===== config.mk =====
export PLATFORM = sky130hd
export DESIGN_NAME = sram_async_ctrl
export DESIGN_NICKNAME = d
export VERILOG_FILES = /design/src/rtl/sram_ctrl_pkg.sv /design/src/rtl/sram_wait_timer.sv /design/src/rtl/sram_seq.sv /design/src/rtl/sram_io_regs.sv /design/src/rtl/sram_async_ctrl.sv
export SDC_FILE = /design/constraint.sdc
export NUM_CORES = 1
export LEC_CHECK = 0
export BUFFER_PORTS_ARGS = -buffer_cell sky130_fd_sc_hd__buf_2
export CAP_MARGIN = 25
export CORE_ASPECT_RATIO = 0.9
export CORE_MARGIN = 4
export CORE_UTILIZATION = 50
export CTS_CLUSTER_SIZE = 16
export DETAILED_ROUTE_END_ITERATION = 8
export PLACE_DENSITY = 0.9
export REMOVE_ABC_BUFFERS = 1
export SKIP_LAST_GASP = 1
export SLEW_MARGIN = 20
export SYNTH_ARGS = -nofsm -noshare
export SYNTH_HDL_FRONTEND = slang
export SYNTH_HIERARCHICAL = 1
export SYNTH_SLANG_ARGS = --single-unit

===== constraint.sdc =====
create_clock -name clk -period 2.39 [get_ports clk]
set_input_delay 0.1195 -clock clk [delete_from_list [all_inputs] [get_ports clk]]
set_output_delay 0.1195 -clock clk [all_outputs]
set_load 0.05 [all_outputs]

===== src/rtl/sram_ctrl_pkg.sv =====
`timescale 1ns/1ps
package sram_ctrl_pkg;

  typedef enum logic [2:0] {
    ST_IDLE  = 3'd0,
    ST_READ  = 3'd1,
    ST_WTURN = 3'd2,
    ST_WDATA = 3'd3,
    ST_WHOLD = 3'd4
  } seq_st_t;

  function automatic int max_int(input int a, input int b);
    return (a > b) ? a : b;
  endfunction

endpackage


===== src/rtl/sram_wait_timer.sv =====
`timescale 1ns/1ps
module sram_wait_timer #(
  parameter int CW = 3
) (
  input  logic          clk,
  input  logic          rst,
  input  logic          load,
  input  logic [CW-1:0] load_val,
  output logic          expired
);

  logic [CW-1:0] cnt;

  always_ff @(posedge clk) begin
    if (rst) begin
      cnt <= '0;
    end else if (load) begin
      cnt <= load_val;
    end else if (cnt != '0) begin
      cnt <= cnt - 1'b1;
    end
  end

  assign expired = (cnt == '0);

endmodule


===== src/rtl/sram_seq.sv =====
`timescale 1ns/1ps
module sram_seq
  import sram_ctrl_pkg::*;
#(
  parameter int RD_WAIT  = 3,
  parameter int TURN_CYC = 2,
  parameter int DATA_CYC = 2,
  parameter int CW       = 3
) (
  input  logic    clk,
  input  logic    rst,
  input  logic    req,
  input  logic    wr,
  output seq_st_t st_nxt,
  output logic    accept,
  output logic    capture,
  output logic    ready
);

  localparam logic [CW-1:0] LD_RD   = CW'(RD_WAIT - 1);
  localparam logic [CW-1:0] LD_TURN = CW'(TURN_CYC - 1);
  localparam logic [CW-1:0] LD_DATA = CW'(DATA_CYC - 1);

  seq_st_t       st;
  logic          t_load;
  logic [CW-1:0] t_val;
  logic          t_done;

  sram_wait_timer #(.CW(CW)) u_timer (
    .clk      (clk),
    .rst      (rst),
    .load     (t_load),
    .load_val (t_val),
    .expired  (t_done)
  );

  always_comb begin
    st_nxt = st;
    t_load = 1'b0;
    t_val  = '0;
    case (st)
      ST_IDLE: begin
        if (req) begin
          t_load = 1'b1;
          if (wr) begin
            st_nxt = ST_WTURN;
            t_val  = LD_TURN;
          end else begin
            st_nxt = ST_READ;
            t_val  = LD_RD;
          end
        end
      end
      ST_READ: begin
        if (t_done) st_nxt = ST_IDLE;
      end
      ST_WTURN: begin
        if (t_done) begin
          st_nxt = ST_WDATA;
          t_load = 1'b1;
          t_val  = LD_DATA;
        end
      end
      ST_WDATA: begin
        if (t_done) st_nxt = ST_WHOLD;
      end
      ST_WHOLD: st_nxt = ST_IDLE;
      default:  st_nxt = ST_IDLE;
    endcase
  end

  assign accept  = (st == ST_IDLE) && req;
  assign capture = (st == ST_READ) && t_done;

  always_ff @(posedge clk) begin
    if (rst) begin
      st    <= ST_IDLE;
      ready <= 1'b1;
    end else begin
      st    <= st_nxt;
      ready <= (st_nxt == ST_IDLE);
    end
  end

endmodule


===== src/rtl/sram_io_regs.sv =====
`timescale 1ns/1ps
module sram_io_regs
  import sram_ctrl_pkg::*;
#(
  parameter int AW = 15,
  parameter int DW = 8
) (
  input  logic          clk,
  input  logic          rst,
  input  seq_st_t       st_nxt,
  input  logic          accept,
  input  logic          capture,
  input  logic [AW-1:0] in_addr,
  input  logic [DW-1:0] in_wdata,
  input  logic [DW-1:0] dq_i,
  output logic [AW-1:0] addr_q,
  output logic          ce_n_q,
  output logic          oe_n_q,
  output logic          we_n_q,
  output logic [DW-1:0] dq_q,
  output logic          dq_oe_q,
  output logic [DW-1:0] rdata_q,
  output logic          rvalid_q
);

  always_ff @(posedge clk) begin
    if (rst) begin
      addr_q   <= '0;
      ce_n_q   <= 1'b1;
      oe_n_q   <= 1'b1;
      we_n_q   <= 1'b1;
      dq_q     <= '0;
      dq_oe_q  <= 1'b0;
      rdata_q  <= '0;
      rvalid_q <= 1'b0;
    end else begin
      ce_n_q   <= (st_nxt == ST_IDLE);
      oe_n_q   <= (st_nxt != ST_READ);
      we_n_q   <= !((st_nxt == ST_WTURN) || (st_nxt == ST_WDATA));
      dq_oe_q  <= (st_nxt == ST_WDATA) || (st_nxt == ST_WHOLD);
      rvalid_q <= capture;
      if (accept) begin
        addr_q <= in_addr;
        dq_q   <= in_wdata;
      end
      if (capture) rdata_q <= dq_i;
    end
  end

endmodule


===== src/rtl/sram_async_ctrl.sv =====
`timescale 1ns/1ps
module sram_async_ctrl
  import sram_ctrl_pkg::*;
#(
  parameter int ADDR_W     = 15,
  parameter int DATA_W     = 8,
  parameter int RD_WAIT    = 3,
  parameter int TURN_CYC   = 2,
  parameter int DSETUP_CYC = 2,
  parameter int WE_MIN_CYC = 3
) (
  input  logic              clk,
  input  logic              rst,
  input  logic              host_req,
  input  logic              host_wr,
  input  logic [ADDR_W-1:0] host_addr,
  input  logic [DATA_W-1:0] host_wdata,
  output logic              host_ready,
  output logic [DATA_W-1:0] host_rdata,
  output logic              host_rvalid,
  output logic [ADDR_W-1:0] mem_addr,
  output logic              mem_ce_n,
  output logic              mem_oe_n,
  output logic              mem_we_n,
  output logic [DATA_W-1:0] mem_dq_o,
  output logic              mem_dq_oe,
  input  logic [DATA_W-1:0] mem_dq_i
);

  localparam int DATA_CYC = max_int(DSETUP_CYC, WE_MIN_CYC - TURN_CYC);
  localparam int MAX_CYC  = max_int(RD_WAIT, max_int(TURN_CYC, DATA_CYC));
  localparam int CW       = max_int(1, $clog2(MAX_CYC + 1));

  seq_st_t st_nxt;
  logic    accept;
  logic    capture;

  sram_seq #(
    .RD_WAIT  (RD_WAIT),
    .TURN_CYC (TURN_CYC),
    .DATA_CYC (DATA_CYC),
    .CW       (CW)
  ) u_seq (
    .clk     (clk),
    .rst     (rst),
    .req     (host_req),
    .wr      (host_wr),
    .st_nxt  (st_nxt),
    .accept  (accept),
    .capture (capture),
    .ready   (host_ready)
  );

  sram_io_regs #(
    .AW (ADDR_W),
    .DW (DATA_W)
  ) u_io (
    .clk      (clk),
    .rst      (rst),
    .st_nxt   (st_nxt),
    .accept   (accept),
    .capture  (capture),
    .in_addr  (host_addr),
    .in_wdata (host_wdata),
    .dq_i     (mem_dq_i),
    .addr_q   (mem_addr),
    .ce_n_q   (mem_ce_n),
    .oe_n_q   (mem_oe_n),
    .we_n_q   (mem_we_n),
    .dq_q     (mem_dq_o),
    .dq_oe_q  (mem_dq_oe),
    .rdata_q  (host_rdata),
    .rvalid_q (host_rvalid)
  );

endmodule


==> results of run 1 <==
synth_stat cells (all sizes together), types with 2 or more instances:
library cell,count,share of area [%]
a211oi,2,0.91
buf,9,5.2
dfxtp,42,51
inv,2,0.45
mux2i,31,19
nand2,3,0.68
nand2b,2,1.2
nand3b,4,1.8
nor2,35,8.0
nor2b,4,1.5
nor3,4,1.5
registers in the layout, indices dropped and copies added, names as in the netlist, 2 cells and up:
name,count
u_seq/st,3
u_io/dq_q,8
u_io/rdata_q,8
u_seq/u_timer/cnt,2
u_io/addr_q,15
through the flow:
step	setup WS, ns	area, um2	TNS [ns]	hold WS [ns]	total power [W]
after global placement	0.640	1990	0	0.350	0.00152
final	0.594	2100	0	0.0675	0.00204
after global routing	0.485	2100	0	0.0665	0.00216
after CTS	0.591	2100	0	0.0554	0.00207
after detailed placement	0.593	1990	0	0.364	0.00153
after floorplan	-0.855	1560	-19.66	0.190	0.00138
power groups by stage:
stage          Sequential [W]  Clock, W  Combinational, W
6_report             0.000837  0.000527          0.000679
5_1_grt              0.000849  0.000580          0.000730
4_1_cts              0.000837  0.000546          0.000682
3_5_place_dp         0.000851         0          0.000681
3_3_place_gp         0.000848         0          0.000669
2_1_floorplan         0.00108         0          0.000296
layer usage:
layer,part of all wire (%),up-vias
li1,-,660
met1,42,605
met2,50,42
met3,5.8,9
met4,2.6,0
met5,0,-
cells in the final DEF, fill, tap and decap left out, drive strengths merged, types with 2 or more instances in the layout:
cell,n
dfxtp,42
nor3,4
buf,73
nor2b,4
inv,2
mux2i,31
a211oi,2
nand2,3
clkbuf,7
nand3b,4
nand2b,2
nor2,35
final cells by class:
| cell class | count | area (um2) | share of cell area (%) |
|---|---|---|---|
| Clock inverter | 1 | 30.0 | 1.43 |
| Multi-Input combinational cell | 100 | 718 | 34.3 |
| Clock buffer | 7 | 76.3 | 3.64 |
| Timing Repair Buffer | 73 | 370 | 17.7 |
| Tap cell | 42 | 52.6 | 2.51 |
| Sequential cell | 42 | 841 | 40.1 |
| Inverter | 2 | 7.51 | 0.358 |
logic make-up (layout without fill, tap and decap cells):
group | after synthesis | after routing | share of synthesized area [%]
compound gates | 8 | 8 | 4.47
xor+xnor | 1 | 1 | 0.530
fa+ha+maj | 1 | 1 | 0.757
buf+inv | 12 | 83 | 5.91
flops | 42 | 42 | 50.9
mux | 31 | 31 | 18.8
simple gates | 59 | 59 | 18.6
final timing paths:
kind	endpoint	slack, ns
worst max-delay path	u_io/ce_n_q	0.59
worst max register to register	u_io/ce_n_q	0.59
worst min-delay path	u_io/addr_q[9]	0.07
worst min register to register	u_io/rdata_q[5]	0.49
worst min-delay path, cell delays in order:
cell and delay [ns]:
buf_2 0.07, mux2i_1 0.05, nor2_1 0.07
==> metrics, run 1 <==
Int Power roughly 0.0013 W; clk slew on worst S/H paths 0.07 ns; post-synthesis instance area 1650 um2; period utilization 75.1%; sequential area share after synthesis 50.9%; hold path start host_addr[9]; global-route wire length before repair 5550 um; CTS H-tree lvls 2; layout cell share with drive strength beyond 1 roughly two fifths; r2r worst-path depth 5; Async S/R FF share, synth 0%; clock power share 25.8%; sequential power share 41.0%; WP data arrival slightly below 2 ns; die area around 4300 um2; Cell Count, Final, Fillers Out 267; Worst path slowest cell or4b_1; Comb power frac 33.2%; M2 GR Usage between 20% and 30%; vias in the first global route about 1200; Util after Layout 67.3%; root buffer cell clkbuf_8; Setup CP Type register to register; GRT Residual Overflow 0; Slew @ Worst Pin just under 0.5 ns; layout overhead on the synthesized area 26.9%; nets 260; FP Rows 19; Tmin final 1.80 ns; CTS tree yes; ANT cells 0; stages on the worst setup path 5; GP Congestion ~0.8; yosys warns 6; number of synthesized flops with an enable pin 0; hold depth 3; GRT busiest layer met2; fillers 266; core area 3110 um2; sw frac 34.9%; DR iter-0 viols 95; Worst Path Max Fanout 11; M3 GR Usage under 10%; final hold vios 0; all-layer global routing usage 17.2%; family with the most delay on the worst path simple AND/OR/NAND/NOR gates; Setup Skew 0.00733 ns; worst setup path startpoint u_seq/st[0]; CP required around 2.6 ns; Mapped Avg Cell Area 10.7 um2; leakage approximately 1.0 nW; WP buf/inv 0; post-CTS setup buffers 0; Ports 72; Post-synth top flop dfxtp_1; FMAX 557 MHz; Via Count 1316; CTS Sinks 42; die width 68.6 um; Mapped Cells between 150 and 200; vias per cell roughly 4.9; Psw 0.000712 W; slew margin rel. 66.8%; CTS max path bufs 2; CP startpoint kind register; drt pass-1 iters 4; hold buffers post-CTS 0; critical path, cell by cell or4b_1 > o211a_1 > nor2_1 > nor3_1 > or2_2; Initial Utilization 53.0%; WL/cell 13.0 um; Die H 62.5 um; antenna violations before repair 0; Final Max Slew Viols 0; HPWL Detailed about 2600 um; largest net degree at the start of global routing 27; critical path endpoint category register; HP Class input pin to register; Worst-Skew Late Latency 0.29 ns; # resized after CTS 0; RSZ-0062 raised after global routing false; CTS Buf Count 5; status complete, no violations; Critical Path Max Stage Delay 0.53 ns; synthesis-stage register bit count 42; Max Cap Viol 0; GR Util met1 19.9%; synth unique cells 32; RR Startpoint u_seq/st[0]; Power Dens Cells a little under 1000 nW/um2; Routed Wire Length 3460 um; final setup fails 0; DRC violations left 0; antenna-violating nets left 0; # port buffers 71; Peak VDD IR 535 uV; dpl cells roughly 260
No activity file was read; power rests on OpenSTA's default activity.
==> inputs of run 2 (changes only) <==
Settings changed: CORE_UTILIZATION 50 to 42, PLACE_DENSITY 0.9 to 0.81.
Clock period 2.39 ns to 1.5 ns, I/O delays scaled along.
==> metrics, run 2 (synthesis gave the netlist of run 1 again) <==
dpl cells about 270; layout overhead on the synthesized area 42.0%; all-layer global routing usage around 15%; HPWL Detailed 2530 um; Routed Wire Length 3630 um; hold depth 3; drt pass-1 iters 3; status finished, violations left; M2 GR Usage 24.2%; antenna-violating nets left 0; failing checks negative setup slack; DR iter-0 viols 34; period utilization 101%; critical path, cell by cell buf_4 > nor2b_1 > a22oi_2 > nor2_1 > nor3_1 > or2_4; Peak VDD IR 852 uV; vias in the first global route approximately 1300; final hold vios 0; DRC violations left 0; layout cell share with drive strength beyond 1 49.0%; CP startpoint kind register; die area between 5000 and 6000 um2; Power Dens Cells around 1500 nW/um2; FP Rows 21; most frequent cells in the layout buf_2 (71), dfxtp_1 (39), nor2_1 (34); CTS Sinks 42; max reg flops 15; RSZ-0062 raised after global routing true; nets ~280; root buffer cell clkbuf_8; CTS Buf Count 5; Placed Area 2080 um2; M3 GR Usage 5.80%; Critical Path Max Stage Delay 0.33 ns; critical path endpoint category register; Slew @ Worst Pin 0.531 ns; CTS tree yes; CTS H-tree lvls 2; Max Cap Viol 0; slack of the critical path -0.0144 ns; r2r worst-path depth 6; most common cell after layout, fill and taps aside buf_2; largest net degree at the start of global routing 30; Cell Count, Final, Fillers Out 289; ANT cells 0; setup TNS -0.0283 ns; Tmin final 1.51 ns; final hold slack 0.0161 ns; GRT Residual Overflow 0; Via Count around 1400; WL/cell between 10 and 15 um; Setup Skew ~0.0080 ns; core area 3760 um2; Worst-Skew Late Latency 0.29 ns; Setup CP Type register to register; CTS max path bufs 2; antenna violations before repair 0; final setup fails 2; GP Congestion around 0.74; global-route wire length before repair 5580 um; HP Class input pin to register; Die H 67.5 um; Ports 72; leakage 1.12 nW; FMAX 660 MHz; fillers 327; Worst Path Max Fanout 10; die width between 70 and 80 um; WP data arrival roughly 1.7 ns; vias per cell 4.79; GRT busiest layer met2; CP required 1.69 ns; top flop regs u_io/addr_q (15), u_io/dq_q (8), u_io/rdata_q (8); Biggest register u_io/addr_q; # port buffers between 70 and 80; Initial Utilization 44.0%; Worst path slowest cell dfxtp_2; slew margin rel. ~65%; clk slew on worst S/H paths around 0.080 ns; Final Max Slew Viols 0; GR Util met1 between 10% and 20%; post-layout instance area 2350 um2
run 2: changes by cell type in the layout (fill, tap and decap cells not counted), moves of 3 or more:
| cell | before | now |
|---|---|---|
| buf_6 | 0 | 3 |
| dfxtp_1 | 42 | 39 |
| buf_4 | 2 | 15 |
| dfxtp_2 | 0 | 3 |
run 2: report_power, final:
group	leakage, nW	switching (W)	internal (W)	total [W]
clock network	0.0524	0.000359	0.000498	0.000857
logic	0.725	0.000807	0.000585	0.00139
registers	0.346	0.0000656	0.00126	0.00132
total	1.12	0.00123	0.00234	0.00357
run 2: repair_timing:
action	4_1_cts	5_1_grt
gates resized for setup	6	18
cloned	0	1
hold buffers	0	0
hold endpoints to repair	0	0
endpoints found under the setup margin	9	32
pin swaps	3	6
buffers inserted	1	5
run 2: final timing paths:
kind / from / to / slack, ns
setup / recovery: u_seq/st[0] / u_io/ce_n_q / -0.01
hold / removal: host_wdata[3] / u_io/dq_q[3] / 0.02
setup reg to reg: u_seq/st[0] / u_io/ce_n_q / -0.01
hold reg to reg: u_io/addr_q[13] / u_io/addr_q[13] / 0.49
run 2: layout make-up:
| class | count | area, um2 | area share (%) |
|---|---|---|---|
| sequential | 42 | 845 | 36.0 |
| multi-input combinational | 100 | 788 | 33.6 |
| timing repair buffer | 91 | 542 | 23.1 |
| clock buffer | 7 | 76.3 | 3.25 |
| tap | 46 | 57.6 | 2.45 |
| clock inverter | 1 | 30.0 | 1.28 |
| inverter | 2 | 7.51 | 0.320 |
run 2: metal layers:
| layer | up-vias | wire, um |
|---|---|---|
| met4 | 0 | 76 |
| met5 | - | 0 |
| met2 | 34 | 1850 |
| met3 | 9 | 199 |
| met1 | 644 | 1500 |
| li1 | 696 | - |
run 2: critical path, delay by kind of cell (launching register included):
family	cells	cell delay [ns]
flip-flops	1	0.33
AND/OR/NAND/NOR	4	0.77
AO/OA/AOI/OAI	1	0.14
buffers and inverters	1	0.18
run 2: through the flow:
stage / power, W / setup WS, ns / util (%)
3_3_place_gp: 0.00253 / -0.0690 / 55.3
6_report: 0.00357 / -0.0144 / 62.4
3_5_place_dp: 0.00255 / -0.106 / 55.3
4_1_cts: 0.00345 / -0.0295 / 58.7
5_1_grt: 0.00378 / -0.0711 / 62.4
2_1_floorplan: 0.00220 / -1.74 / -
